`src/rtl/tick_timer_pkg.sv`:
```
package tick_timer_pkg;
   // control word layout; the positions are decoded by the channel logic
   typedef struct packed {
      logic       oneshot;  // [7]
      logic [2:0] div;      // [6:4]
      logic [1:0] src;      // [3:2]
      logic       reload;   // [1]
      logic       en;       // [0]
   } ctl_t;

   localparam int          CTL_W       = 8;
   localparam int          BUSY_BIT    = 31;
   localparam logic [1:0]  SRC_FAST    = 2'd1;
   localparam int          OFS_MASK    = 'h00;
   localparam int          OFS_STAT    = 'h04;
   localparam int          CH_BASE     = 'h10;
   localparam int          CH_STRIDE   = 'h10;
   localparam int          SUB_CTL     = 'h0;
   localparam int          SUB_IVAL    = 'h4;
   localparam int          SUB_CNT     = 'h8;
   localparam logic [1:0]  GUARD_TICKS = 2'd2;
endpackage

```
`src/rtl/tmr_divider.sv`:
```
module tmr_divider #(
   parameter int CODE_W = 3
) (
   input  logic              clk,
   input  logic              rst_n,
   input  logic              clr_i,
   input  logic              tick_i,
   input  logic [CODE_W-1:0] code_i,
   output logic              tick_o
);
   localparam int PCNT_W = (1 << CODE_W) - 1;

   logic [PCNT_W-1:0] pcnt_q;
   logic [PCNT_W-1:0] mask;

   assign mask   = ~({PCNT_W{1'b1}} << code_i);
   assign tick_o = tick_i && ((pcnt_q & mask) == mask);

   always_ff @(posedge clk) begin
      if (!rst_n || clr_i) pcnt_q <= '0;
      else if (tick_i)     pcnt_q <= pcnt_q + 1'b1;
   end
endmodule

```
`src/rtl/tmr_channel.sv`:
```
module tmr_channel
   import tick_timer_pkg::*;
#(
   parameter int CNT_W  = 32,
   parameter int CODE_W = 3
) (
   input  logic             clk,
   input  logic             rst_n,
   input  logic             tick_hf_i,
   input  logic             tick_lf_i,
   input  logic             ctl_we_i,
   input  ctl_t             ctl_wd_i,
   input  logic             ival_we_i,
   input  logic [CNT_W-1:0] ival_wd_i,
   output ctl_t             ctl_o,
   output logic             busy_o,
   output logic [CNT_W-1:0] ival_o,
   output logic [CNT_W-1:0] cnt_o,
   output logic             expire_o
);
   ctl_t             ctl_q;
   logic             pend_q;
   logic [1:0]       guard_q;
   logic [CNT_W-1:0] ival_q, cnt_q;
   logic             fast, src_tick, run, div_tick, cnt_tick;

   assign fast     = (ctl_q.src == SRC_FAST);
   assign src_tick = fast ? tick_hf_i : tick_lf_i;
   assign run      = ctl_q.en && (guard_q == 2'd0);

   tmr_divider #(.CODE_W(CODE_W)) i_div (
      .clk    (clk),
      .rst_n  (rst_n),
      .clr_i  (!run || fast),
      .tick_i (tick_lf_i),
      .code_i (ctl_q.div),
      .tick_o (div_tick)
   );

   assign cnt_tick = run && (fast ? tick_hf_i : div_tick);
   assign expire_o = cnt_tick && !pend_q && (cnt_q == '0);

   always_ff @(posedge clk) begin
      if (!rst_n) begin
         ctl_q   <= '0;
         pend_q  <= 1'b0;
         guard_q <= 2'd0;
         ival_q  <= '0;
         cnt_q   <= '0;
      end else begin
         if (guard_q != 2'd0 && src_tick) guard_q <= guard_q - 2'd1;
         if (run && pend_q) begin
            cnt_q  <= ival_q;
            pend_q <= 1'b0;
         end else if (cnt_tick) begin
            if (cnt_q != '0)        cnt_q <= cnt_q - 1'b1;
            else if (ctl_q.oneshot) begin
               ctl_q.en <= 1'b0;
               guard_q  <= GUARD_TICKS;
            end else                cnt_q <= ival_q;
         end
         if (ival_we_i && !ctl_q.en) ival_q <= ival_wd_i;
         if (ctl_we_i) begin
            ctl_q        <= ctl_wd_i;
            ctl_q.reload <= 1'b0;
            if (ctl_wd_i.reload)            pend_q  <= 1'b1;
            if (ctl_q.en && !ctl_wd_i.en)   guard_q <= GUARD_TICKS;
         end
      end
   end

   always_comb begin
      ctl_o        = ctl_q;
      ctl_o.reload = pend_q;
   end
   assign busy_o = (guard_q != 2'd0);
   assign ival_o = ival_q;
   assign cnt_o  = cnt_q;

   AST_LOAD_COPIES: assert property (@(posedge clk) disable iff (!rst_n)
      (run && pend_q) |=> (cnt_q == $past(ival_q)));
   AST_DEC_BY_ONE: assert property (@(posedge clk) disable iff (!rst_n)
      (cnt_tick && !pend_q && cnt_q != '0) |=> (cnt_q == CNT_W'($past(cnt_q) - 1'b1)));
   AST_ONESHOT_STOPS: assert property (@(posedge clk) disable iff (!rst_n)
      (expire_o && ctl_q.oneshot && !ctl_we_i) |=> (!ctl_q.en && busy_o));
   AST_IVAL_LOCKED: assert property (@(posedge clk) disable iff (!rst_n)
      ctl_q.en |=> $stable(ival_q));
   AST_FROZEN_IDLE: assert property (@(posedge clk) disable iff (!rst_n)
      !run |=> $stable(cnt_q));
endmodule

```
`src/rtl/tmr_irq.sv`:
```
module tmr_irq #(
   parameter int NUM_CH = 2
) (
   input  logic              clk,
   input  logic              rst_n,
   input  logic [NUM_CH-1:0] set_i,
   input  logic              mask_we_i,
   input  logic              stat_we_i,
   input  logic [NUM_CH-1:0] wd_i,
   output logic [NUM_CH-1:0] mask_o,
   output logic [NUM_CH-1:0] stat_o,
   output logic              irq_o
);
   logic [NUM_CH-1:0] mask_q, stat_q, clr;

   assign clr = stat_we_i ? wd_i : '0;

   always_ff @(posedge clk) begin
      if (!rst_n) begin
         mask_q <= '0;
         stat_q <= '0;
      end else begin
         if (mask_we_i) mask_q <= wd_i;
         stat_q <= (stat_q & ~clr) | set_i;
      end
   end

   assign mask_o = mask_q;
   assign stat_o = stat_q;
   assign irq_o  = |(stat_q & mask_q);

   AST_SET_WINS: assert property (@(posedge clk) disable iff (!rst_n)
      (set_i != '0) |=> ((stat_q & $past(set_i)) == $past(set_i)));
   AST_CLEAR_TAKES: assert property (@(posedge clk) disable iff (!rst_n)
      (stat_we_i && set_i == '0) |=> ((stat_q & $past(wd_i)) == '0));
endmodule

```
`src/rtl/tick_timer_bank.sv`:
```
module tick_timer_bank
   import tick_timer_pkg::*;
#(
   parameter int NUM_CH = 2,
   parameter int ADDR_W = 8,
   parameter int DATA_W = 32,
   parameter int CODE_W = 3
) (
   input  logic              clk,
   input  logic              rst_n,
   input  logic              tick_hf_i,
   input  logic              tick_lf_i,
   input  logic [ADDR_W-1:0] bus_addr_i,
   input  logic              bus_wr_i,
   input  logic [DATA_W-1:0] bus_wdata_i,
   output logic [DATA_W-1:0] bus_rdata_o,
   output logic              irq_o
);
   localparam int LAST_ADDR = CH_BASE + CH_STRIDE * (NUM_CH - 1) + SUB_CNT;

   if (NUM_CH < 1 || LAST_ADDR >= (1 << ADDR_W)) begin : g_bad_map
      $error("tick_timer_bank: NUM_CH does not fit the address space");
   end
   if (DATA_W != 32 || CODE_W != 3) begin : g_bad_width
      $error("tick_timer_bank: control layout needs DATA_W 32 and CODE_W 3");
   end

   logic [NUM_CH-1:0] expire, busy;
   logic [NUM_CH-1:0] mask, stat;
   ctl_t              ctl      [NUM_CH];
   logic [DATA_W-1:0] ival     [NUM_CH];
   logic [DATA_W-1:0] cnt      [NUM_CH];

   for (genvar i = 0; i < NUM_CH; i++) begin : g_ch
      localparam logic [ADDR_W-1:0] BASE = ADDR_W'(CH_BASE + CH_STRIDE * i);
      tmr_channel #(.CNT_W(DATA_W), .CODE_W(CODE_W)) i_ch (
         .clk       (clk),
         .rst_n     (rst_n),
         .tick_hf_i (tick_hf_i),
         .tick_lf_i (tick_lf_i),
         .ctl_we_i  (bus_wr_i && bus_addr_i == BASE + ADDR_W'(SUB_CTL)),
         .ctl_wd_i  (ctl_t'(bus_wdata_i[CTL_W-1:0])),
         .ival_we_i (bus_wr_i && bus_addr_i == BASE + ADDR_W'(SUB_IVAL)),
         .ival_wd_i (bus_wdata_i),
         .ctl_o     (ctl[i]),
         .busy_o    (busy[i]),
         .ival_o    (ival[i]),
         .cnt_o     (cnt[i]),
         .expire_o  (expire[i])
      );
   end

   tmr_irq #(.NUM_CH(NUM_CH)) i_irq (
      .clk       (clk),
      .rst_n     (rst_n),
      .set_i     (expire),
      .mask_we_i (bus_wr_i && bus_addr_i == ADDR_W'(OFS_MASK)),
      .stat_we_i (bus_wr_i && bus_addr_i == ADDR_W'(OFS_STAT)),
      .wd_i      (bus_wdata_i[NUM_CH-1:0]),
      .mask_o    (mask),
      .stat_o    (stat),
      .irq_o     (irq_o)
   );

   always_comb begin
      bus_rdata_o = '0;
      if (bus_addr_i == ADDR_W'(OFS_MASK)) bus_rdata_o[NUM_CH-1:0] = mask;
      if (bus_addr_i == ADDR_W'(OFS_STAT)) bus_rdata_o[NUM_CH-1:0] = stat;
      for (int i = 0; i < NUM_CH; i++) begin
         if (bus_addr_i == ADDR_W'(CH_BASE + CH_STRIDE * i + SUB_CTL)) begin
            bus_rdata_o[CTL_W-1:0] = ctl[i];
            bus_rdata_o[BUSY_BIT]  = busy[i];
         end
         if (bus_addr_i == ADDR_W'(CH_BASE + CH_STRIDE * i + SUB_IVAL)) bus_rdata_o = ival[i];
         if (bus_addr_i == ADDR_W'(CH_BASE + CH_STRIDE * i + SUB_CNT))  bus_rdata_o = cnt[i];
      end
   end

   AST_IRQ_NEEDS_MASK: assert property (@(posedge clk) disable iff (!rst_n)
      (mask == '0) |-> !irq_o);
endmodule

```
`config.mk`:
```
export PLATFORM = sky130hd
export DESIGN_NAME = tick_timer_bank
export DESIGN_NICKNAME = d
export VERILOG_FILES = /design/src/rtl/tick_timer_pkg.sv /design/src/rtl/tmr_divider.sv /design/src/rtl/tmr_channel.sv /design/src/rtl/tmr_irq.sv /design/src/rtl/tick_timer_bank.sv
export SDC_FILE = /design/constraint.sdc
export NUM_CORES = 1
export LEC_CHECK = 0
export BUFFER_PORTS_ARGS = -buffer_cell sky130_fd_sc_hd__buf_2
export CAP_MARGIN = 20
export CORE_MARGIN = 5
export CORE_UTILIZATION = 65
export DETAILED_ROUTE_END_ITERATION = 8
export PLACE_DENSITY = 0.84
export SLEW_MARGIN = 20
export SYNTH_ARGS = -nofsm -noshare
export SYNTH_HDL_FRONTEND = slang
export SYNTH_SLANG_ARGS = --single-unit
```
`constraint.sdc`:
```
create_clock -name clk -period 7.9 [get_ports clk]
set_clock_uncertainty 0.05 [all_clocks]
set_input_delay 0.79 -clock clk [delete_from_list [all_inputs] [get_ports clk]]
set_output_delay 0.79 -clock clk [all_outputs]
set_load 0.01 [all_outputs]
```
==> results.cfg, run 1 <==
[route]
drtIter0Drc = 2315
drc = 2
vias_per_cell = 7.10
via_count = 10200
wl_um = 31700
drtAntennaViolNets = 0
routedWlPerCell_um = 22.0
dr.pass1.iters = 9

[global_route]
grt_use_total_pct = 37.8
grt_first_pass_wirelength_um = 50300
grt-ovfl-total = 0
antenna_found_initial = 0
grt_start_max_net_pins = 64
grt_pass1_vias = 9183
met2_usage_pct = 54.8
use_met3_pct = 10.7
met1_usage_pct = 54.3
busiest_layer = met2

[timing]
holdWs_ps = 432
rsz0062_at_grt = no
timing.final.crit_share_pct = 48.6
slew_viol_final = 0
period_needed_ps = 3840
setup_violations = 0
finalSetupTns_ps = 0
fmax_mhz = 260
finalHoldViolations = 0
relSlewSlack_pct = 34.6
worst_slack_ps = 4060
worstMarginPinSlew_ps = 980

[cells_and_area]
layout-drive-gt1-share_pct = 11.7
layout_commonest_cell = nand2_1
final.fill_count = 1086
nNetsFinal = 1303
n_antenna_cell = 0
area_growth_pct = 11.3
final_cell_mix = nand2_1, dfxtp_1, a21oi_1

[critical_path]
worstSetupPathType = flop to flop
reg2reg_slack_ps = 4060
crit_buf_inv = 0
critPathMaxStageDelay_ps = 890
required_ps = 8120
crit_arrival_ps = 4060
endpoint_kind = flop
path_cells = or4_1 > nand4b_4 > or4_1 > or2_0 > nand3_1 > o21ai_0
path_max_fanout = 20
crit_slowest_cell = or4_1
path_common_cell = or4_1
crit_path_start_kind = flop
crit_family = simple AND/OR/NAND/NOR gates

[floorplanning]
core_area_sq_mm = 0.0139
die_w_um = 129
die_y_um = 129
io_pins = 78
start_util_pct = 66.5
die_area_sq_mm = 0.0167
rows = 43

[clocking]
cts_buffers = 17
insertion_delay_ps = 430
cts_sinks = 166
cts_tree = built
cts_buffer_depth = 2
clock-root-buffer = clkbuf_16
cts-resized-gates = 0
htreeDepth = 4
post_cts.repair.setup_buffers = 0
cts_hold_buf = 0
clk_pin_slew_ps = 60

[synth]
syn_nets = 1290
async_reset_ff_share_pct = 0
synth-main-ff-cell = dfxtp_1
synth_warnings = 0
synth_seq_cells = 166
synth_edf_count = 0
syn_inst = 1237
ys_types = 73
avgSynthCellArea_sq_um = 7.49
synth_area_sq_mm = 0.00926
yosysSeqAreaShare_pct = 35.9

[hold_path]
hp-class = flop to flop

[pwr]
ir_drop_v = 0.000206
p_leak_uw = 0.00368
power_density_mw_per_mm2 = 184

[outcome]
run_status = finished with violations
violations = design-rule violations

[placement]
dp_hpwl_um = 21600
place_congestion = 0.980
pre_cts_ws_ps = 4170
io_buffers = 77

[run]
drv.max_cap_violation_count = 0
synth_stat cells (7+ instances only):
| master | count | share of area, % |
|---|---|---|
| nand4_1 | 11 | 0.74 |
| and3_1 | 13 | 0.88 |
| a21oi_1 | 165 | 8.9 |
| nor3_1 | 38 | 2.1 |
| or3_1 | 13 | 0.88 |
| nor4b_1 | 7 | 0.66 |
| nor2_1 | 86 | 3.5 |
| o21a_1 | 11 | 0.89 |
| a22oi_1 | 40 | 3.2 |
| or4_1 | 18 | 1.5 |
| inv_1 | 23 | 0.93 |
| buf_2 | 11 | 0.59 |
| nand3_1 | 47 | 2.5 |
| o211ai_1 | 39 | 3.2 |
| o22ai_1 | 13 | 0.88 |
| mux2i_1 | 16 | 1.7 |
| xor2_1 | 8 | 0.76 |
| a222oi_1 | 17 | 1.8 |
| nor4_1 | 32 | 2.2 |
| ha_1 | 8 | 1.1 |
| o21ai_0 | 46 | 2.5 |
| nand2_1 | 204 | 8.3 |
| a31oi_1 | 11 | 0.74 |
| dfxtp_1 | 166 | 36 |
| clkbuf_1 | 83 | 3.4 |
| nand2b_1 | 9 | 0.61 |
sequential cells by signal, summed over array words and instances, names as in the netlist:
name                    count
i_irq.mask_o                2
g_ch.i_ch.ival_o           64
g_ch.i_ch.cnt_o            64
g_ch.i_ch.ctl_o            14
g_ch.i_ch.pend_q            2
g_ch.i_ch.i_div.pcnt_q     14
g_ch.i_ch.guard_q           4
i_irq.stat_o                2
worst paths after layout:
kind                                                          start                                  end  cells after the start
worst max register to register  g_ch[0].i_ch.cnt_o[15]$_SDFFE_PN0P_  g_ch[0].i_ch.cnt_o[16]$_SDFFE_PN0P_                      6
worst max-delay path            g_ch[0].i_ch.cnt_o[15]$_SDFFE_PN0P_  g_ch[0].i_ch.cnt_o[16]$_SDFFE_PN0P_                      6
worst min register to register         i_irq.mask_o[0]$_SDFFE_PN0P_         i_irq.mask_o[0]$_SDFFE_PN0P_                      2
worst min-delay path                   i_irq.mask_o[0]$_SDFFE_PN0P_         i_irq.mask_o[0]$_SDFFE_PN0P_                      2
cell families after synthesis:
kind of cell,count (synthesis),synth area share (%)
buffers and inverters,122,5.36
multiplexers,16,1.73
adder cells (fa/ha/maj),8,1.08
flip-flops,166,35.9
AND/OR/NAND/NOR,514,27.0
XOR/XNOR,12,1.13
AO/OA/AOI/OAI,399,27.8
report_power, final:
group	internal [uW]	switching, uW
clock	643	345
sequential	839	1.23
combinational	20.1	46.4
total	1500	392
metrics by stage:
step / power [uW] / area, sq um / util, % / instances
detailed placement: 922 / 9600 / 68.9 / 1411
floorplan: 892 / 9260 / - / 1237
global route: 1940 / 10300 / 74.0 / 1443
global placement: 921 / 9600 / 68.9 / 1411
finish: 1890 / 10300 / 74.0 / 1443
CTS: 1890 / 10300 / 74.0 / 1443
worst min-delay path, cell delays in order (launching register included):
cell,delay (ps)
dfxtp_1,330
nand2_1,60
a21oi_1,50
area by class of cell:
cell class                 instances  area [sq um]  area share, %
inverter                          23          86.3          0.838
tap                              180           225           2.18
multi-input combinational        949          5460           53.0
timing repair buffer              93           505           4.90
clock buffer                      20           457           4.43
sequential                       166          3320           32.2
clock inverter                    12           246           2.39
per-layer routing:
| layer | vias to the layer above | routed length [um] |
|---|---|---|
| met5 | - | 0 |
| met4 | 0 | 1170 |
| met3 | 133 | 4710 |
| met2 | 818 | 13500 |
| met1 | 4688 | 12300 |
| li1 | 4600 | - |
Note: power is estimated with default switching activity, not from simulation.
==> inputs of run 2 (changes only) <==
--- a/config.mk
+++ b/config.mk
@@ -8,9 +8,9 @@
 export BUFFER_PORTS_ARGS = -buffer_cell sky130_fd_sc_hd__buf_2
 export CAP_MARGIN = 20
 export CORE_MARGIN = 5
-export CORE_UTILIZATION = 65
+export CORE_UTILIZATION = 55
 export DETAILED_ROUTE_END_ITERATION = 8
-export PLACE_DENSITY = 0.84
+export PLACE_DENSITY = 0.75
 export SLEW_MARGIN = 20
 export SYNTH_ARGS = -nofsm -noshare
 export SYNTH_HDL_FRONTEND = slang
==> constraint.sdc (replaced) <==
create_clock -name clk -period 3.2 [get_ports clk]
set_clock_uncertainty 0.05 [all_clocks]
set_input_delay 0.32 -clock clk [delete_from_list [all_inputs] [get_ports clk]]
set_output_delay 0.32 -clock clk [all_outputs]
set_load 0.01 [all_outputs]
==> run 2 against run 1 <==
  * The run now ends clean
  * Sequential cell count stayed put
  * Die area increased by 17%
  * Fmax rose by 22%
  * Largest power group unchanged
  * Largest cell class unchanged
==> results.cfg, run 2 (synthesis gave the netlist of run 1 again) <==
[outcome]
run_status = finished clean

[critical_path]
endpoint = g_ch[1].i_ch.cnt_o[2]$_SDFFE_PN0P_
path_common_cell = or4_1
crit_arrival_ps = 3410
r2r-start = g_ch[1].i_ch.cnt_o[9]$_SDFFE_PN0P_
worstReg2RegEnd = g_ch[1].i_ch.cnt_o[2]$_SDFFE_PN0P_
crit_buf_inv = 1
worstSetupPathType = flop to flop
required_ps = 3470
path_cells = or4_1 > or4_1 > buf_4 > nor4_4 > a41oi_1 > o221a_2
critPathMaxStageDelay_ps = 540
worstSetupStartpoint = g_ch[1].i_ch.cnt_o[9]$_SDFFE_PN0P_
path_max_fanout = 8
worst-path-stages = 6
crit_path_start_kind = flop
reg2reg_slack_ps = 50
r2r_cells = 6
endpoint_kind = flop
crit_family = simple AND/OR/NAND/NOR gates
crit_slowest_cell = or4_1

[placement]
dp_cells = 1500
place_congestion = 1.03
dp_hpwl_um = 23400
pre_cts_ws_ps = 132
io_buffers = 77
placedInstanceArea_sq_mm = 0.0101

[cells_and_area]
final_cell_mix = nand2_1, dfxtp_1, a21oi_1
area_growth_pct = 15.1
layout-drive-gt1-share_pct = 15.0
finalInstanceArea_sq_mm = 0.0107
finalNonFillerCells = 1532
layout_commonest_cell = nand2_1
nNetsFinal = 1352
n_antenna_cell = 0

[clocking]
clk_pin_slew_ps = 70
cts_sinks = 166
cts_hold_buf = 0
htreeDepth = 4
clock-root-buffer = clkbuf_16
post_cts.repair.setup_buffers = 0
cts-resized-gates = 0
cts_buffers = 17
cts_tree = built
insertion_delay_ps = 430
cts_buffer_depth = 2

[floorplanning]
die_area_sq_mm = 0.0195
die_y_um = 140
rows = 47
die_w_um = 140
start_util_pct = 56.0
io_pins = 78
core_area_sq_mm = 0.0165

[pwr]
p_leak_uw = 0.00386
power_density_mw_per_mm2 = 410
power_uw = 4370
ir_drop_v = 0.000390

[timing]
finalSetupTns_ps = 0
fmax_mhz = 318
slew_viol_final = 0
worst_slack_ps = 54.7
finalHoldViolations = 0
rsz0062_at_grt = yes
relSlewSlack_pct = 30.4
setup_violations = 0
timing.final.crit_share_pct = 98.3
worstMarginPinSlew_ps = 1040
period_needed_ps = 3150

[route]
vias_per_cell = 6.68
via_count = 10200
routedWlPerCell_um = 21.5
wl_um = 32900
drtIter0Drc = 1571
dr.pass1.iters = 6
drtAntennaViolNets = 0
drc = 0

[global_route]
grt_use_total_pct = 32.9
antenna_found_initial = 0
grt_start_max_net_pins = 63
grt_first_pass_wirelength_um = 52000
grt_pass1_vias = 9285
grt-ovfl-total = 0

[run]
drv.max_cap_violation_count = 0

[hold_path]
hp-class = input pin to flop
==> run 2: cell count changes in the layout (fill, tap and decap cells not counted), sizes merged <==
cell and change:
clkinv -4, buf +49, inv +6, bufinv -5, clkbuf -2, clkinvlp +5
==> run 2: final cells by class <==
cell class | instances | area [sq um]
sequential | 166 | 3320
multi-input combinational | 949 | 5460
timing repair buffer | 142 | 911
fill | 1442 | 5870
clock buffer | 18 | 439
inverter | 23 | 86.3
tap | 220 | 275
clock inverter | 14 | 161
==> run 2: worst min-delay path: stages <==
cell and delay [ps]:
buf_2 100, nand2_1 50, a21oi_1 50
==> run 2: power breakdown <==
part           leakage (uW)  switching, uW  internal (uW)  total (uW)
registers           0.00134           2.91           2070        2070
clock network      0.000279            939           1190        2130
logic               0.00225            115           54.2         169
==> run 2: worst min-delay path by stage <==
stage / start / endpoint / cells after the start
finish: bus_wdata_i[17] / g_ch[0].i_ch.ival_o[17]$_SDFFE_PN0P_ / 3
detailed placement: g_ch[1].i_ch.ival_o[11]$_SDFFE_PN0P_ / g_ch[1].i_ch.ival_o[11]$_SDFFE_PN0P_ / 2
global route: bus_wdata_i[22] / g_ch[1].i_ch.ival_o[22]$_SDFFE_PN0P_ / 3
global placement: g_ch[1].i_ch.ival_o[0]$_SDFFE_PN0P_ / g_ch[1].i_ch.ival_o[0]$_SDFFE_PN0P_ / 2
floorplan: g_ch[0].i_ch.ival_o[15]$_SDFFE_PN0P_ / g_ch[0].i_ch.ival_o[15]$_SDFFE_PN0P_ / 2
CTS: bus_wdata_i[22] / g_ch[1].i_ch.ival_o[22]$_SDFFE_PN0P_ / 3
==> run 2: layer usage <==
metal  routed length, um  part of all wire, %  vias to the layer above  track usage (%)
met5                   0                    0                        -                0
met3                4000                   12                       66             8.03
met4                 706                  2.1                        0             9.23
met1               13600                   41                     4786             47.4
li1                    -                    -                     4714                -
met2               14600                   44                      668             48.9
==> run 2: through the flow <==
step	hold WS (ps)	util (%)
2_1_floorplan	395	-
3_3_place_gp	414	60.9
3_5_place_dp	419	60.9
4_1_cts	75.3	64.5
5_1_grt	76.1	64.5
6_report	85.5	64.5
==> inputs of run 3 (changes only) <==
--- a/config.mk
+++ b/config.mk
@@ -7,10 +7,12 @@
 export LEC_CHECK = 0
 export BUFFER_PORTS_ARGS = -buffer_cell sky130_fd_sc_hd__buf_2
 export CAP_MARGIN = 20
+export CELL_PAD_IN_SITES_DETAIL_PLACEMENT = 0
+export CELL_PAD_IN_SITES_GLOBAL_PLACEMENT = 1
 export CORE_MARGIN = 5
-export CORE_UTILIZATION = 55
+export CORE_UTILIZATION = 40
 export DETAILED_ROUTE_END_ITERATION = 8
-export PLACE_DENSITY = 0.75
+export PLACE_DENSITY = 0.74
 export SLEW_MARGIN = 20
 export SYNTH_ARGS = -nofsm -noshare
 export SYNTH_HDL_FRONTEND = slang
==> run 3 against run 2 <==
  * Sequential share of layout area is 0.34 points lower
  * Worst setup slack better by 120 ps
  * Total power is 0.60% higher
  * Largest power group unchanged
  * Global-route usage is 6.3 points lower
==> results.cfg, run 3 (synthesis gave the netlist of run 1 again) <==
[pwr]
power.internal_uw = 3300
ir_drop_v = 0.000272
p_seq_share_pct = 47.1
p_leak_uw = 0.00389
power_density_mw_per_mm2 = 408
p_sw_share_pct = 25.0
clkPwrFrac_pct = 48.9
power_frac_comb_pct = 4.0
p_sw_uw = 1100

[cells_and_area]
n_antenna_cell = 0
final.fill_count = 2315
finalInstanceArea_sq_mm = 0.0108
layout-drive-gt1-share_pct = 15.1
finalNonFillerCells = 1600
final_cell_mix = nand2_1, dfxtp_1, a21oi_1
area_growth_pct = 16.4
nNetsFinal = 1355
layout_commonest_cell = nand2_1

[floorplanning]
die_y_um = 162
start_util_pct = 40.8
die_area_sq_mm = 0.0263
rows = 55
die_w_um = 162
core_area_sq_mm = 0.0227
io_pins = 78

[timing]
rsz0062_at_grt = no
finalSetupTns_ps = 0
worst_slack_ps = 172
relSlewSlack_pct = 35.7
holdWs_ps = 72.9
fmax_mhz = 330
worstMarginPinSlew_ps = 961
timing.final.crit_share_pct = 94.6
slew_viol_final = 0
finalHoldViolations = 0
setup_violations = 0
period_needed_ps = 3030

[placement]
place_congestion = 0.907
dp_hpwl_um = 25500
io_buffers = 77
placedInstanceArea_sq_mm = 0.0102
pre_cts_ws_ps = 186
dp_cells = 1568

[clocking]
cts_sinks = 166
cts_buffers = 17
insertion_delay_ps = 440
clock-root-buffer = clkbuf_16
htreeDepth = 4
cts_buffer_depth = 2
cts-resized-gates = 0
post_cts.repair.setup_buffers = 0
cts_hold_buf = 0
clk_pin_slew_ps = 80
cts_tree = built

[hold_path]
hold_end = g_ch[0].i_ch.ival_o[24]$_SDFFE_PN0P_
worstHoldPathCells = 3
hp-class = input pin to flop
hp-start = bus_wdata_i[24]

[route]
met2_length_um = 15400
via_count = 9934
top_layer_used = met5
met3_length_um = 3000
wl_um = 35300
wl_met1_um = 16000
drtAntennaViolNets = 0
routedWlPerCell_um = 22.1
drc = 0
vias_per_cell = 6.21
drtIter0Drc = 1238
dr.pass1.iters = 7

[global_route]
antenna_found_initial = 1
grt_use_total_pct = 26.6
grt_first_pass_wirelength_um = 55000
grt_start_max_net_pins = 95
grt-ovfl-total = 0
grt_pass1_vias = 9222

[critical_path]
required_ps = 3490
r2r-start = g_ch[1].i_ch.cnt_o[19]$_SDFFE_PN0P_
path_max_fanout = 24
crit_path_start_kind = flop
worstSetupPathType = flop to flop
critPathMaxStageDelay_ps = 690
r2r_cells = 7
crit_arrival_ps = 3320
crit_slowest_cell = or4_4
endpoint_kind = flop
crit_family = simple AND/OR/NAND/NOR gates
path_cells = or4_1 > or4b_4 > or4_4 > o211ai_4 > buf_12 > o21ai_1 > o2111a_1
worstReg2RegEnd = g_ch[1].i_ch.cnt_o[18]$_SDFFE_PN0P_
crit_buf_inv = 1
reg2reg_slack_ps = 170

[run]
drv.max_cap_violation_count = 0

[outcome]
run_status = finished clean
run 3: cell types whose count changed in the layout (fill, tap and decap cells not counted):
cell,before,now
clkinv_4,0,2
buf_4,62,63
clkinv_2,0,1
clkbuf_8,1,0
clkbuf_1,0,1
clkinvlp_4,5,2
buf_12,3,5
run 3: cell type report:
class | instances | area [sq um] | share of cell area, %
multi-input cells | 949 | 5460 | 50.7
repair buffers | 145 | 958 | 8.89
clock buffers | 18 | 429 | 3.98
flip-flops and latches | 166 | 3320 | 30.8
clock inverters | 14 | 161 | 1.50
well taps | 285 | 357 | 3.31
inverters | 23 | 86.3 | 0.801
run 3: how the worst max path moves through the flow:
stage | cells past startpoint | to | from
after floorplan | 10 | g_ch[1].i_ch.cnt_o[0]$_SDFFE_PN0P_ | g_ch[1].i_ch.cnt_o[18]$_SDFFE_PN0P_
after global placement | 7 | g_ch[1].i_ch.cnt_o[18]$_SDFFE_PN0P_ | g_ch[1].i_ch.cnt_o[9]$_SDFFE_PN0P_
after detailed placement | 7 | g_ch[1].i_ch.cnt_o[18]$_SDFFE_PN0P_ | g_ch[1].i_ch.cnt_o[9]$_SDFFE_PN0P_
after CTS | 7 | g_ch[1].i_ch.cnt_o[18]$_SDFFE_PN0P_ | g_ch[1].i_ch.cnt_o[19]$_SDFFE_PN0P_
after global routing | 8 | g_ch[1].i_ch.cnt_o[5]$_SDFFE_PN0P_ | g_ch[1].i_ch.cnt_o[19]$_SDFFE_PN0P_
final | 7 | g_ch[1].i_ch.cnt_o[18]$_SDFFE_PN0P_ | g_ch[1].i_ch.cnt_o[19]$_SDFFE_PN0P_
run 3: stage by stage:
| stage | utilization, % | power [uW] |
|---|---|---|
| 2_1_floorplan | - | 2200 |
| 3_3_place_gp | 44.9 | 2290 |
| 3_5_place_dp | 44.9 | 2290 |
| 4_1_cts | 47.5 | 4410 |
| 5_1_grt | 47.5 | 4530 |
| 6_report | 47.5 | 4400 |
run 3: worst reg2reg max path, stage by stage, from the launching register on:
cell,delay [ps]
dfxtp_1,380
or4_1,560
or4b_4,580
or4_4,690
o211ai_4,230
buf_12,200
o21ai_1,100
o2111a_1,130
run 3: power by group through the flow:
stage | registers (uW) | logic [uW] | clock network (uW)
after detailed placement | 2120 | 172 | 0
final | 2070 | 175 | 2150
after global routing | 2070 | 188 | 2260
after global placement | 2120 | 172 | 0
after floorplan | 2120 | 83.9 | 0
after CTS | 2070 | 172 | 2160
run 3: layer usage:
metal | up-vias | track usage [%]
li1 | 4707 | -
met1 | 4759 | 39.2
met2 | 408 | 39.2
met3 | 58 | 4.92
met4 | 2 | 8.38
met5 | - | 0
